## src/rtl/vseq_pkg.sv

```systemverilog
package vseq_pkg;

    typedef enum logic [1:0] {
        K_NORMAL = 2'b00,
        K_FFIRST = 2'b01,
        K_SAT    = 2'b10,
        K_PRED   = 2'b11
    } kind_e;

    typedef enum logic [1:0] {
        ST_IDLE   = 2'd0,
        ST_RUN    = 2'd1,
        ST_FINISH = 2'd2
    } state_e;

    localparam int CR_VEC_BASE = 8;
    localparam logic [1:0] SEL_EQ = 2'd2;

    function automatic int elw_bits(input logic [1:0] code, input int xlen);
        int w;
        unique case (code)
            2'b01:   w = 8;
            2'b10:   w = 16;
            2'b11:   w = 32;
            default: w = xlen;
        endcase
        if (w > xlen) w = xlen;
        return w;
    endfunction

endpackage

```

## src/rtl/vseq_clamp.sv

```systemverilog
module vseq_clamp #(
    parameter int XLEN = 32
) (
    input  logic signed [XLEN+1:0] val_i,
    input  logic                   sat_en_i,
    input  logic                   signed_i,
    input  logic [1:0]             elw_i,
    output logic [XLEN-1:0]        data_o,
    output logic                   clamped_o
);
    localparam int RW = XLEN + 2;
    localparam logic signed [RW-1:0] ONE = 1;

    logic signed [RW-1:0] hi;
    logic signed [RW-1:0] lo;
    logic signed [RW-1:0] pick;
    int w;

    always_comb begin
        w = vseq_pkg::elw_bits(elw_i, XLEN);
        if (signed_i) begin
            hi = (ONE <<< (w - 1)) - ONE;
            lo = -(ONE <<< (w - 1));
        end else begin
            hi = (ONE <<< w) - ONE;
            lo = '0;
        end
        pick      = val_i;
        clamped_o = 1'b0;
        if (sat_en_i) begin
            if (val_i > hi) begin
                pick      = hi;
                clamped_o = 1'b1;
            end else if (val_i < lo) begin
                pick      = lo;
                clamped_o = 1'b1;
            end
        end
        data_o = pick[XLEN-1:0];
    end

endmodule

```

## src/rtl/vseq_crtest.sv

```systemverilog
module vseq_crtest #(
    parameter int XLEN = 32
) (
    input  logic [XLEN-1:0] data_i,
    input  logic            so_i,
    input  logic            rc_i,
    input  logic [1:0]      sel_i,
    input  logic            inv_i,
    output logic [3:0]      cr_o,
    output logic            pass_o
);
    logic lt, gt, eq;
    logic [1:0] which;

    always_comb begin
        lt     = data_i[XLEN-1];
        eq     = (data_i == '0);
        gt     = !lt && !eq;
        cr_o   = {lt, gt, eq, so_i};
        which  = rc_i ? sel_i : vseq_pkg::SEL_EQ;
        pass_o = cr_o[2'd3 - which] ^ inv_i;
    end

endmodule

```

## src/rtl/vseq_elem_sequencer.sv

```systemverilog
module vseq_elem_sequencer #(
    parameter int XLEN  = 32,
    parameter int MAXVL = 32,
    parameter int RAW   = 7,
    parameter int CAW   = 6,
    parameter int VLW   = $clog2(MAXVL + 1),
    parameter int IDXW  = $clog2(MAXVL)
) (
    input  logic             clk,
    input  logic             rst_n,
    input  logic             start,
    input  logic [VLW-1:0]   vl_in,
    input  logic [4:0]       mode_in,
    input  logic             rc_in,
    input  logic [1:0]       elw_in,
    input  logic             dest_vec_in,
    input  logic [RAW-1:0]   dest_base_in,
    input  logic [MAXVL-1:0] pred_in,
    output logic             alu_req,
    output logic [IDXW-1:0]  alu_idx,
    input  logic             alu_valid,
    input  logic [XLEN+1:0]  alu_res,
    input  logic             alu_ovf,
    output logic             res_we,
    output logic [RAW-1:0]   res_addr,
    output logic [XLEN-1:0]  res_data,
    output logic             cr_we,
    output logic [CAW-1:0]   cr_addr,
    output logic [3:0]       cr_data,
    output logic             done,
    output logic [VLW-1:0]   vl_out
);
    import vseq_pkg::*;

    state_e             state_q, state_d;
    logic [IDXW-1:0]    idx_q;
    logic [VLW-1:0]     len_q;
    logic [4:0]         mode_q;
    logic               rc_q;
    logic [1:0]         elw_q;
    logic               vec_q;
    logic [RAW-1:0]     base_q;
    logic [MAXVL-1:0]   pred_q;
    logic [VLW-1:0]     vl_q;

    kind_e              kind;
    logic               tests_cr;
    logic               zeroing;
    logic               active;
    logic               last;
    logic               step;
    logic [XLEN-1:0]    sat_data;
    logic               clamped;
    logic               so_bit;
    logic [3:0]         cr_val;
    logic               pass;
    logic               wr_res;
    logic               wr_cr;
    logic               stop_here;
    logic [XLEN-1:0]    res_val;

    // Decode of the latched mode field (kind in bits 4:3)
    always_comb begin
        kind     = kind_e'(mode_q[4:3]);
        tests_cr = (kind == K_FFIRST) || (kind == K_PRED);
        zeroing  = (tests_cr && rc_q) ? 1'b0 : mode_q[0];
        active   = pred_q[idx_q];
        last     = (VLW'(idx_q) + VLW'(1)) == len_q;
        alu_req  = (state_q == ST_RUN) && active;
        alu_idx  = idx_q;
        step     = (state_q == ST_RUN) && (!active || alu_valid);
        so_bit   = (kind == K_SAT) ? clamped : alu_ovf;
    end

    vseq_clamp #(.XLEN(XLEN)) u_clamp (
        .val_i     (alu_res),
        .sat_en_i  (kind == K_SAT),
        .signed_i  (mode_q[2]),
        .elw_i     (elw_q),
        .data_o    (sat_data),
        .clamped_o (clamped)
    );

    vseq_crtest #(.XLEN(XLEN)) u_crtest (
        .data_i (sat_data),
        .so_i   (so_bit),
        .rc_i   (rc_q),
        .sel_i  (mode_q[1:0]),
        .inv_i  (mode_q[2]),
        .cr_o   (cr_val),
        .pass_o (pass)
    );

    // Per-element write decision
    always_comb begin
        wr_res    = 1'b0;
        wr_cr     = 1'b0;
        stop_here = 1'b0;
        res_val   = sat_data;
        if (!active) begin
            wr_res  = zeroing;
            res_val = '0;
        end else begin
            unique case (kind)
                K_FFIRST: begin
                    if (pass) begin
                        wr_res = 1'b1;
                        wr_cr  = rc_q;
                    end else begin
                        stop_here = 1'b1;
                    end
                end
                K_PRED: begin
                    wr_cr   = rc_q;
                    wr_res  = pass || zeroing;
                    res_val = pass ? sat_data : '0;
                end
                default: begin
                    wr_res = 1'b1;
                    wr_cr  = rc_q;
                end
            endcase
        end
    end

    // Next-state logic
    always_comb begin
        state_d = state_q;
        unique case (state_q)
            ST_IDLE: begin
                if (start) state_d = (vl_in == '0) ? ST_FINISH : ST_RUN;
            end
            ST_RUN: begin
                if (step && (stop_here || last)) state_d = ST_FINISH;
            end
            ST_FINISH: state_d = ST_IDLE;
            default:   state_d = ST_IDLE;
        endcase
    end

    // State and operation context
    always_ff @(posedge clk or negedge rst_n) begin
        if (!rst_n) begin
            state_q <= ST_IDLE;
            idx_q   <= '0;
            len_q   <= '0;
            mode_q  <= '0;
            rc_q    <= 1'b0;
            elw_q   <= '0;
            vec_q   <= 1'b0;
            base_q  <= '0;
            pred_q  <= '0;
        end else begin
            state_q <= state_d;
            if (state_q == ST_IDLE && start) begin
                idx_q  <= '0;
                len_q  <= vl_in;
                mode_q <= mode_in;
                rc_q   <= rc_in;
                elw_q  <= elw_in;
                vec_q  <= dest_vec_in;
                base_q <= dest_base_in;
                pred_q <= pred_in;
            end else if (step && !last && !stop_here) begin
                idx_q <= idx_q + IDXW'(1);
            end
        end
    end

    // Registered outputs
    always_ff @(posedge clk or negedge rst_n) begin
        if (!rst_n) begin
            res_we   <= 1'b0;
            res_addr <= '0;
            res_data <= '0;
            cr_we    <= 1'b0;
            cr_addr  <= '0;
            cr_data  <= '0;
            vl_q     <= '0;
        end else begin
            res_we <= step && wr_res;
            cr_we  <= step && wr_cr;
            if (step) begin
                res_addr <= vec_q ? (base_q + RAW'(idx_q)) : base_q;
                res_data <= res_val;
                cr_addr  <= vec_q ? (CAW'(CR_VEC_BASE) + CAW'(idx_q)) : '0;
                cr_data  <= cr_val;
            end
            if (state_q == ST_IDLE && start) vl_q <= vl_in;
            else if (step && stop_here)      vl_q <= VLW'(idx_q);
        end
    end

    assign done   = (state_q == ST_FINISH);
    assign vl_out = vl_q;

endmodule

```

## config.mk

```make
export PLATFORM = sky130hd
export DESIGN_NAME = vseq_elem_sequencer
export DESIGN_NICKNAME = d
export VERILOG_FILES = /design/src/rtl/vseq_pkg.sv /design/src/rtl/vseq_clamp.sv /design/src/rtl/vseq_crtest.sv /design/src/rtl/vseq_elem_sequencer.sv
export SDC_FILE = /design/constraint.sdc
export NUM_CORES = 1
export LEC_CHECK = 0
export BUFFER_PORTS_ARGS = -buffer_cell sky130_fd_sc_hd__buf_2
export CELL_PAD_IN_SITES_DETAIL_PLACEMENT = 0
export CELL_PAD_IN_SITES_GLOBAL_PLACEMENT = 1
export CORE_MARGIN = 1
export CORE_UTILIZATION = 35
export CTS_BUF_LIST = sky130_fd_sc_hd__clkbuf_8
export CTS_CLUSTER_SIZE = 40
export DETAILED_ROUTE_END_ITERATION = 7
export PLACE_DENSITY_LB_ADDON = 0.1
export SYNTH_ARGS = -nofsm -noshare
export SYNTH_HDL_FRONTEND = slang
export SYNTH_SLANG_ARGS = --single-unit
export TNS_END_PERCENT = 100
```

## constraint.sdc

```tcl
create_clock -name clk -period 5.03 [get_ports clk]
set_clock_uncertainty 0.1 [all_clocks]
set_input_delay 0.7545 -clock clk [delete_from_list [all_inputs] [get_ports clk]]
set_output_delay 0.7545 -clock clk [all_outputs]
set_load 0.01 [all_outputs]
```

# == Word-level counts from Yosys, hierarchy flattened ==
# Index checks and enable logic that the tools add are counted.
# word_totals
ff_bits,118
# op_classes
n_addsub,9
magnitude_cmp,5
eq_ne,10
shifts,2
muxes,38
bitwise,1
reduce_logical,26
# op_table
operator,count
$mux 32,6
$mux 34,2
$sub 34x2->34 const B,2
$gt 34x34->1,1
$lt 34x34->1,1
$neg 34->34,1
$sshl 2x32->34 const A,1
$sshl 2x6->34 const A,1
$logic_not 32->1,1
$mux 6,4
$mux 1,14
$pmux 6 s2,1
$logic_and 1x1->1,11
$mux 5,2
$eq 2x2->1 const B,4
$mux 2,4
$add 7x5->7,1
$mux 7,1
$sub 6x1->7 const B,1
$add 4x5->6 const A,1
$add 5x1->6 const B,1
$eq 2x1->1 const B,3
$eq 6x6->1,1
$gt 6x6->1 const B,1
other kinds (17),25

# == Logic depth before layout (Yosys ltp) ==
# Gate-level depths: netlist of the first run.
# logic_depth
ltp_word,25
depth_mapped,22

# == Cells and area by module ==
# A second synthesis of the first run with hierarchy kept.
# unflattened
hier_cells,843
hier_area_um2,7507.2
# by_module_without_submodules
mod,instances,cells_per_inst,area_each_um2,seq_area_each_um2
vseq_elem_sequencer,1,591,5541.6,2952.8
vseq_clamp,1,223,1755.4,0.0
vseq_crtest,1,29,210.2,0.0

# == Worst setup path before layout of the first run ==
# No wires, ideal clock.
# synth_path
path_type,register to register
start,register elw_q[0]
end,register vl_q[0] (netlist: vl_out[0])
arrival_time_ps,4451
t_required_ps,4804
setup_slack_ps,353
stages_incl_launch_ff,18
n_path_buf,0
period_less_slack_ps,4677
path_cell_list,dfrtp_1 -> inv_1 -> ha_1 -> nand2b_1 -> ha_1 -> nand4_1 -> nor4_2 -> nand4_1 -> o211a_1 -> o21a_2 -> a211oi_1 -> o311ai_1 -> a2111oi_4 -> o2bb2ai_2 -> nand2_4 -> xnor2_4 -> a41oi_4 -> a221o_1
# synth_via
elab_chain_len,23
word_cells_on_any_way,33
cone_classes,4 x add/sub; 3 x order compare; 2 x eq/ne; 2 x shift; 15 x mux; 1 x bitwise; 6 x reduce/logical
# synth_lines
item,line_no,text
"start, declared",vseq_elem_sequencer.sv:40,logic [1:0] elw_q;
"start signal, assigned",vseq_elem_sequencer.sv:160,elw_q <= elw_in;
$eq 2x2->1 or $eq 2x1->1 (tied branches),vseq_pkg.sv:21,unique case (code)
$pmux 6 s2 (*),vseq_pkg.sv:21,
$gt 6x6->1,vseq_pkg.sv:27,if (w > xlen) w = xlen;
$mux 6 (*),vseq_pkg.sv:27,
$sub 6x1->7,"vseq_clamp.sv:22, vseq_clamp.sv:23",
$sshl 2x32->34,"vseq_clamp.sv:22, vseq_clamp.sv:23",
$neg 34->34,vseq_clamp.sv:23,lo = -(ONE <<< (w - 1));
$mux 34,vseq_clamp.sv:21,if (signed_i) begin
(+7 left out),n/a,
$bmux 1 s2 (*),vseq_crtest.sv:21,pass_o = cr_o[2'd3 - which] ^ inv_i;
$mux 1 (not written as such) (*),vseq_crtest.sv:21,
$xor 1x1->1 (*),vseq_crtest.sv:21,
$mux 1 (*),vseq_elem_sequencer.sv:106,if (pass) begin
$mux 1 (*),vseq_elem_sequencer.sv:104,unique case (kind)
$mux 1 (*),vseq_elem_sequencer.sv:100,if (!active) begin
$logic_and 1x1->1 (*),vseq_elem_sequencer.sv:190,else if (step && stop_here) vl_q <= VLW'(idx_q);
$reduce_bool 2->1 (no source line) (*),n/a,
"end signal, assigned",vseq_elem_sequencer.sv:189,if (state_q == ST_IDLE && start) vl_q <= vl_in;
"end signal, assigned",vseq_elem_sequencer.sv:190,
"end, declared",vseq_elem_sequencer.sv:44,logic [VLW-1:0] vl_q;
# Every way passes the cells marked *; elsewhere a longest branch is shown, timed or not. The select of a mux whose other input is x is not followed.
# A chain may end at the register's enable or synchronous reset.

# == Worst setup path in the final report of the first run ==
# layout_path
start,register elw_q[1]
end,register vl_q[2] (netlist: vl_out[2])
# Same word-level chain as after synthesis.

==> flow_summary.toml, run 1 <==
[min_path]
hold_path.class = "input port to asynchronous set/reset pin"

[die]
design.die.area_um2 = 21900
initial_core_util_pct = 36.2
die_w_um = 148
die_height_um = 148
io_pins = 157
core_area_um2 = 20600
rows = 52

[detailed_routing]
first_pass_iters = 7
drc_errors = 0
wl_per_cell_um = 17.8
antenna_left = 0
first_iter_violations = 352
via_per_inst = 5.17
num_vias = 6628
wl_um = 22800

[logic_synthesis]
ys_ff_latch = 118
synthCells = 791
synthMostInstantiatedCell = "nand2_1"
async_reset_ff_share_pct = 100
synth_cell_types = 85
synth_ff_type = "dfrtp_1"
synth_warnings = 0
ys_seq_area_share_pct = 39.7
netlist_area_um2 = 7450
synth_top_cell_by_area = "dfrtp_1"
syn_area_per_cell_um2 = 9.41
synth_commonest_cells = "nand2_1 (217), dfrtp_1 (118), ha_1 (65)"
synth-edff-count = 0
synthTopCellsByArea = "dfrtp_1 (40%), nand2_1 (11%), ha_1 (11%)"
netlist.area_leader.share_pct = 39.7

[status]
violations = "setup timing"
status = "complete, but fails checks"

[layout]
fin_util_pct = 46.7
syn_to_final_growth_pct = 28.8
layout-drive-gt1-share_pct = 33.5
fin_nets = 1157
final_cell_area_um2 = 9590
fillers = 2080

[placement]
place_congestion = 0.834
port_buffers = 156
place_ws_ns = -0.0311
dpl_cell_area_um2 = 8770
hpwl_um = 16800

[worst_setup_path]
start_kind = "flop"
cp-startpoint = "elw_q[1]"
worstPathArrival_ns = 5.34
crit_path_end_kind = "flop"
reg2regPathDepth = 22
required_ns = 5.26
r2r-end = "vl_out[2]"
ff2ff_setup_slack_ns = -0.08
reg2reg_from = "elw_q[1]"
crit_type = "flop to flop"
cp_max_fo = 7

[sta]
setup_viol = 19
maxSlewHeadroom_pct = 42.2
tightest_slew_ns = 0.868
rsz0062_at_grt = "true"
fin_ws_ns = -0.0815
period_minus_slack_ns = 5.11
finalCritPeriodShare_pct = 102
slew_violations = 0
fmax_mhz = 196
finalHoldViolCount = 0

[power_and_ir_drop]
powerDensity_nw_per_um2 = 663
ir_worst_vdd_mv = 0.275
leakagePower_nw = 4.77
power.total_mw = 6.36

[clock_tree]
clock_path_buffers = 2
cts_tree = "built"
cts.clk_slew.worst_paths_ns = 0.08
ctsHoldBuffers = 0
tritoncts.num_buffers = 17
htree_levels = 4
cts.sinks = 118
clock-root-buffer = "clkbuf_8"
clk_latency_ns = 0.45

[global_routing]
grtUsageTotal_pct = 20.9
antenna_found_initial = 3
grt.overflow.total = 0
grt_pass1_wl_um = 35200
grt_max_degree = 55
grt_pass1_vias = 6504

[flow_run]
maxCapViolCount = 0
-- stage by stage --
stage               setup TNS [ns]  hold slack [ns]  instances
floorplan                        0            0.340        793
global placement                 0            0.354       1231
detailed placement         -0.0311            0.360       1231
CTS                              0            0.247       1263
global route                 -7.60            0.279       1282
finish                      -0.749            0.238       1283
-- report_power, final --
part           switching (mW)  internal [mW]  total, mW
registers               0.352           1.33       1.68
logic                    2.09           1.66       3.75
clock network           0.456          0.468      0.924
-- worst max-delay path, stage by stage, from the launching register on --
cell,delay (ns)
dfrtp_1,0.40
buf_6,0.13
ha_4,0.15
nor2_4,0.10
buf_6,0.12
clkinvlp_4,0.24
ha_4,0.37
nand4bb_4,0.13
nor4_4,0.35
nand2_2,0.11
o2111a_2,0.29
a211oi_4,0.34
buf_4,0.17
a21oi_2,0.06
buf_6,0.14
and2_4,0.16
a2111oi_4,0.39
buf_4,0.19
nand4_4,0.12
nand2_4,0.12
xnor2_4,0.18
a41oi_4,0.21
a221o_1,0.39
-- flip-flops by register name, indices dropped and copies added (netlist names) --
| register | cells |
|---|---|
| pred_q | 32 |
| res_data | 32 |
| base_q | 7 |
| res_addr | 7 |
| cr_addr | 6 |
| len_q | 6 |
| vl_out | 6 |
| alu_idx | 5 |
| mode_q | 5 |
| cr_data | 4 |
| elw_q | 2 |
| state_q | 2 |
| cr_we | 1 |
| rc_q | 1 |
| res_we | 1 |
| vec_q | 1 |
-- routing by layer --
layer  wire length, um  GRT usage, %  vias to the layer above  part of all wire, %
met5                12             0                        -                0.053
met4               304          6.34                        2                  1.3
met3              1240          4.07                       19                  5.4
met2              9960          30.8                      173                   44
met1             11300          30.7                     3167                   50
li1                  -             -                     3267                    -
-- what timing repair did --
action,in CTS,in global routing
setup endpoints to repair,4,47
buffers inserted,0,15
gates resized for setup,2,46
pin swaps,0,29
gates cloned,0,4
-- area by class of cell --
| type | count | area, um2 | share of cell area, % |
|---|---|---|---|
| well taps | 270 | 338 | 3.52 |
| clock inverters | 14 | 164 | 1.71 |
| multi-input cells | 623 | 4450 | 46.4 |
| flip-flops and latches | 118 | 2950 | 30.8 |
| diodes | 2 | 5.00 | 0.0522 |
| clock buffers | 18 | 248 | 2.58 |
| repair buffers | 222 | 1370 | 14.2 |
| inverters | 16 | 63.8 | 0.665 |
-- worst max path at each step --
stage / to / slack, ns / cells after the start
floorplan: vl_out[0] / 0.35 / 17
global placement: cr_we / 0.06 / 19
detailed placement: cr_we / -0.03 / 19
CTS: res_data[24] / 0.003 / 19
global route: vl_out[2] / -0.24 / 22
finish: vl_out[2] / -0.08 / 22
-- cells by family after synthesis --
| logic type | Yosys count | synth area share (%) |
|---|---|---|
| AND/OR/NAND/NOR | 320 | 19.9 |
| AO/OA/AOI/OAI | 197 | 19.2 |
| flip-flops | 118 | 39.7 |
| adder cells (fa/ha/maj) | 66 | 11.2 |
| buffers and inverters | 53 | 3.46 |
| multiplexers | 19 | 4.27 |
| XOR/XNOR | 17 | 2.25 |
| other | 1 | 0.0504 |
-- layout by cell type, fill, tap and decap left out, types with 8 or more instances in the layout --
cell / instances
a211oi_1: 8
a21oi_1: 41
a22o_1: 14
a22oi_1: 9
buf_2: 155
buf_4: 58
clkbuf_8: 18
dfrtp_1: 118
ha_1: 58
inv_1: 14
mux4_2: 10
nand2_1: 217
nand4_1: 12
nor2_1: 23
nor3_1: 8
o21ai_0: 37
o21ai_2: 15
xnor2_1: 8
xor2_1: 8
Power figures use the tool's default switching activity.
==> run 2, diff against run 1 <==
==> constraint.sdc (replaced) <==
create_clock -name clk -period 4.4 [get_ports clk]
set_clock_uncertainty 0.1 [all_clocks]
set_input_delay 0.66 -clock clk [delete_from_list [all_inputs] [get_ports clk]]
set_output_delay 0.66 -clock clk [all_outputs]
set_load 0.02 [all_outputs]
==> run 2 against run 1 <==
Net effect: the flow still finishes with violations (setup timing); power is 21% higher; critical path type unchanged; combinational power increased by 28%; maximum frequency is 5.7% higher; flip-flop and latch count stayed put; final cell count up 3.7%; largest cell class unchanged.
==> flow_summary.toml, run 2 (same netlist as run 1, synthesis figures left out) <==
[clock_tree]
clock-root-buffer = "clkbuf_8"
cts_tree = "built"
htree_levels = 4
clock_path_buffers = 2
tritoncts.num_buffers = 17
clk_latency_ns = 0.45
cts.clk_slew.worst_paths_ns = 0.08
cts.sinks = 118

[worst_setup_path]
start_kind = "flop"
ff2ff_setup_slack_ns = -0.43
crit_type = "flop to flop"
worstPathArrival_ns = 5.06
crit_path_end_kind = "flop"
reg2regPathDepth = 21
r2r-end = "res_data[16]"
required_ns = 4.63
cp_max_fo = 5
reg2reg_from = "elw_q[0]"

[power_and_ir_drop]
clock_power_share_pct = 13.0
power_frac_comb_pct = 62.5
power.switching_mw = 3.59
p_int_mw = 4.09
leakagePower_nw = 4.99
swShare_pct = 46.7
ir_worst_vdd_mv = 0.299
power.total_mw = 7.68
powerDensity_nw_per_um2 = 766
seq_power_share_pct = 24.6

[global_routing]
met1_usage_pct = 32.9
grt_pass1_wl_um = 38500
use_met2_pct = 35.3
busiest_layer = "met2"
use_met3_pct = 4.38
grtUsageTotal_pct = 22.9
grt_max_degree = 73
grt.overflow.total = 0
antenna_found_initial = 0
grt_pass1_vias = 6995

[die]
design.die.area_um2 = 21900
initial_core_util_pct = 36.2
rows = 52
die_height_um = 148
die_w_um = 148
io_pins = 157
core_area_um2 = 20600

[detailed_routing]
first_iter_violations = 297
drc_errors = 0
first_pass_iters = 5
wl_per_cell_um = 18.2
num_vias = 6906
antenna_left = 0
via_per_inst = 5.19
wl_um = 24200

[sta]
rsz0062_at_grt = "true"
fmax_mhz = 207
setup_viol = 47
slew_violations = 0
finalHoldViolCount = 0
tightest_slew_ns = 0.961
maxSlewHeadroom_pct = 35.9
finalCritPeriodShare_pct = 110
period_minus_slack_ns = 4.83
fin_ws_ns = -0.435

[placement]
hpwl_um = 18400
dpl_cell_area_um2 = 9240
place_congestion = 0.900
port_buffers = 156

[layout]
layout-drive-gt1-share_pct = 37.6
diodes = 0
fillers = 2020
mostFrequentLayoutCell = "nand2_1"
syn_to_final_growth_pct = 34.6
final_cell_area_um2 = 10000
fin_nets = 1207
reg_top3 = "pred_q: 32 flops, res_data: 32 flops"
final_cell_mix = "nand2_1 (216), buf_2 (155), dfrtp_1 (117), buf_4 (107), ha_1 (54)"

[flow_run]
maxCapViolCount = 0

[status]
status = "complete, but fails checks"
violations = "setup timing"

[min_path]
hold_path.class = "input port to asynchronous set/reset pin"
## run 2: cell types whose count changed in the layout (fill, tap and decap cells not counted), moves of 3 or more
| cell | change |
|---|---|
| o21ai_2 | -5 |
| ha_1 | -4 |
| o21ai_1 | +6 |
| buf_4 | +49 |
| inv_4 | +3 |
| clkinvlp_4 | -3 |
| inv_1 | -4 |
| ha_4 | +4 |
| buf_6 | +4 |
## run 2: stage by stage
stage	worst slack [ns]	cells	hold slack [ns]	utilization (%)	setup TNS, ns
3_3_place_gp	-0.461	1285	0.354	44.9	-17.96
5_1_grt	-0.641	1331	0.280	48.7	-26.48
3_5_place_dp	-0.557	1285	0.362	44.9	-21.77
2_1_floorplan	-0.0550	793	0.264	-	-0.660
4_1_cts	-0.398	1330	0.260	48.3	-15.43
6_report	-0.435	1331	0.220	48.7	-16.99
## run 2: power groups by stage
stage          Clock (mW)  Sequential (mW)  Combinational (mW)
4_1_cts              1.02             1.89                4.71
2_1_floorplan           0             1.99                2.71
5_1_grt              1.08             1.95                5.25
3_5_place_dp            0             1.89                4.31
6_report            0.997             1.89                4.80
3_3_place_gp            0             1.88                4.20
## run 2: final cells by class
| cell class | count | area [um2] | share of cell area, % |
|---|---|---|---|
| repair buffers | 271 | 1690 | 16.9 |
| multi-input cells | 624 | 4590 | 45.8 |
| well taps | 270 | 338 | 3.37 |
| clock inverters | 14 | 138 | 1.37 |
| inverters | 16 | 67.6 | 0.674 |
| clock buffers | 18 | 248 | 2.47 |
| flip-flops and latches | 118 | 2950 | 29.5 |
## run 2: worst max-delay path, stage by stage, from the launching register on
cell and delay, ns:
dfrtp_1 0.40, buf_6 0.13, ha_4 0.17, buf_6 0.13, nor2_4 0.19, a21oi_2 0.06
ha_1 0.29, nand4_1 0.18, nor4_4 0.29, nand2_2 0.11, o2111a_2 0.32, a211o_4 0.37
o211ai_1 0.31, a21oi_4 0.12, a2111oi_4 0.39, buf_4 0.19, nand4_4 0.11, nand2_4 0.12
xnor2_4 0.16, a31oi_4 0.19, buf_6 0.17, a32o_1 0.21
## run 2: per-layer routing
metal,vias up,share of wire (%),wire length (um)
li1,3359,-,-
met1,3313,49,11900
met2,200,44,10600
met3,34,5.6,1350
met4,0,1.3,312
met5,-,0,0
## run 2: what timing repair did
item,in CTS,in global routing
resized for setup,40,16
buffers inserted,11,1
pin swaps,35,8
cloned,2,0
endpoints found under the setup margin,47,47
hold buffers,0,0
## run 2: worst max path at each step
stage	from	cells past startpoint	end
final	elw_q[0]	21	res_data[16]
after global routing	elw_q[0]	21	res_data[16]
after CTS	elw_q[1]	22	state_q[0]
after detailed placement	elw_q[1]	21	cr_we
after global placement	elw_q[1]	20	cr_we
after floorplan	elw_q[1]	20	vl_out[0]
==> run 3, diff against run 2 <==
==> constraint.sdc (replaced) <==
create_clock -name clk -period 4.4 [get_ports clk]
set_clock_uncertainty 0.1 [all_clocks]
set_input_delay 1.32 -clock clk [delete_from_list [all_inputs] [get_ports clk]]
set_output_delay 1.32 -clock clk [all_outputs]
set_load 0.02 [all_outputs]
==> run 3 against run 2 <==
Net effect: critical endpoint is now vl_out[0]; first-iteration DRC count is 29% higher; non-clock buffer count is 5 higher; design area is 2.6% higher; clock power is 7% higher; the flow still finishes with violations (setup timing); flip-flop and latch count stayed put.
==> flow_summary.toml, run 3 (same netlist as run 1, synthesis figures left out) <==
[worst_setup_path]
required_ns = 4.63
cp_max_fo = 16
worstPathCellList = "buf_6, ha_4, nand2b_1, buf_12, ha_1, nand4_1, nor4_2, nand4_1, o211a_1, buf_4, xnor2_1, o221a_2, o311ai_4, a2111oi_4, buf_4, nand4_4, nand2_4, xnor2_4, a41oi_4, a221o_1"
cpPeakStageDelay_ns = 0.45
crit_type = "flop to flop"
critPathSlowestCell = "dfrtp_2"
ff2ff_setup_slack_ns = -0.40
worstPathArrival_ns = 5.03
crit_path_end_kind = "flop"
start_kind = "flop"

[placement]
port_buffers = 156
place_congestion = 0.921
hpwl_um = 18000

[sta]
fin_ws_ns = -0.401
period_minus_slack_ns = 4.80
worst_hold_slack_ns = 0.376
rsz0062_at_grt = "true"
maxSlewHeadroom_pct = 42.0
slew_violations = 0
tns_ns = -14.84
setup_viol = 47
tightest_slew_ns = 0.867
finalCritPeriodShare_pct = 109
finalHoldViolCount = 0
fmax_mhz = 208

[clock_tree]
ctsHoldBuffers = 0
htree_levels = 4
cts.sinks = 118
clock-root-buffer = "clkbuf_8"
clk_latency_ns = 0.45
clock_path_buffers = 2
cts.clk_slew.worst_paths_ns = 0.09
tritoncts.num_buffers = 17
cts_tree = "built"

[detailed_routing]
num_vias = 6933
via_per_inst = 5.20
wl_um = 24100
antenna_left = 0
first_pass_iters = 5
drc_errors = 0
first_iter_violations = 383
wl_per_cell_um = 18.1

[global_routing]
grt_max_degree = 119
grt_pass1_vias = 6855
antenna_found_initial = 0
grtUsageTotal_pct = 22.6
grt_pass1_wl_um = 38100
grt.overflow.total = 0

[layout]
reg_top3 = "pred_q: 32 flops, res_data: 32 flops"
final_cell_mix = "nand2_1 (216), buf_2 (155), dfrtp_1 (116), buf_4 (106), ha_1 (49)"
multi_input_area_um2 = 4700
mostFrequentLayoutCell = "nand2_1"
fillers = 2033
diodes = 0
fin_nets = 1210
layout-drive-gt1-share_pct = 39.8
syn_to_final_growth_pct = 38.1
regArea_um2 = 2960

[die]
design.die.area_um2 = 21900
initial_core_util_pct = 36.2
die_height_um = 148
core_area_um2 = 20600
die_w_um = 148
rows = 52
io_pins = 157

[power_and_ir_drop]
ir_worst_vdd_mv = 0.307
leakagePower_nw = 5.07
powerDensity_nw_per_um2 = 775

[flow_run]
maxCapViolCount = 0

[status]
status = "complete, but fails checks"
violations = "setup timing"

[min_path]
hold_path.class = "flop to flop"
[run 3: final cells by class]
cell class,instances,share of cell area [%]
Tap cell,270,3.29
Timing Repair Buffer,276,17.6
Sequential cell,118,28.7
Inverter,16,0.608
Clock inverter,15,1.74
Multi-Input combinational cell,622,45.7
Clock buffer,17,2.28
[run 3: path summary, 6_finish.rpt]
kind / start / cells past startpoint / end
min in group asynchronous: rst_n / 2 / res_data[28]
max in group asynchronous: rst_n / 2 / elw_q[1]
max reg2reg: elw_q[1] / 20 / vl_out[0]
min: pred_q[5] / 2 / pred_q[5]
min reg2reg: pred_q[5] / 2 / pred_q[5]
max: elw_q[1] / 20 / vl_out[0]
[run 3: power breakdown]
group          leakage, nW  internal, mW  switching [mW]
sequential            1.52          1.52           0.358
clock                0.205         0.528           0.547
combinational         3.34          2.24            2.77
total                 5.07          4.29            3.68
[run 3: layer usage]
layer  part of all wire (%)  vias to the layer above  GRT usage [%]
met4                    1.0                        0           5.77
li1                       -                     3357              -
met2                     44                      206           34.4
met5                      0                        -              0
met3                    4.9                       19           3.36
met1                     50                     3351           33.3
[run 3: stage by stage]
stage	total power, mW	area, um2	util, %	instances	worst slack [ns]
after floorplan	4.72	7590	-	793	-0.410
after global placement	6.18	9300	45.3	1283	-0.813
after detailed placement	6.30	9300	45.3	1283	-0.872
after CTS	7.85	10200	49.4	1328	-0.360
after global routing	8.59	10300	50.0	1334	-0.658
final	7.97	10300	50.0	1334	-0.401
[run 3: repair_timing]
action / CTS / global route
setup endpoints to repair: 48 / 47
gates cloned: 0 / 3
buffers inserted: 15 / 3
gates resized for setup: 59 / 12
pin swaps: 35 / 7
[run 3: worst max-delay path: cells and delay by family (launching register included)]
family | cells | cell delay (ns)
XOR/XNOR | 2 | 0.36
AO/OA/AOI/OAI | 6 | 1.54
flip-flops | 1 | 0.45
buffers and inverters | 4 | 0.64
adder cells (fa/ha/maj) | 2 | 0.53
AND/OR/NAND/NOR | 6 | 1.07
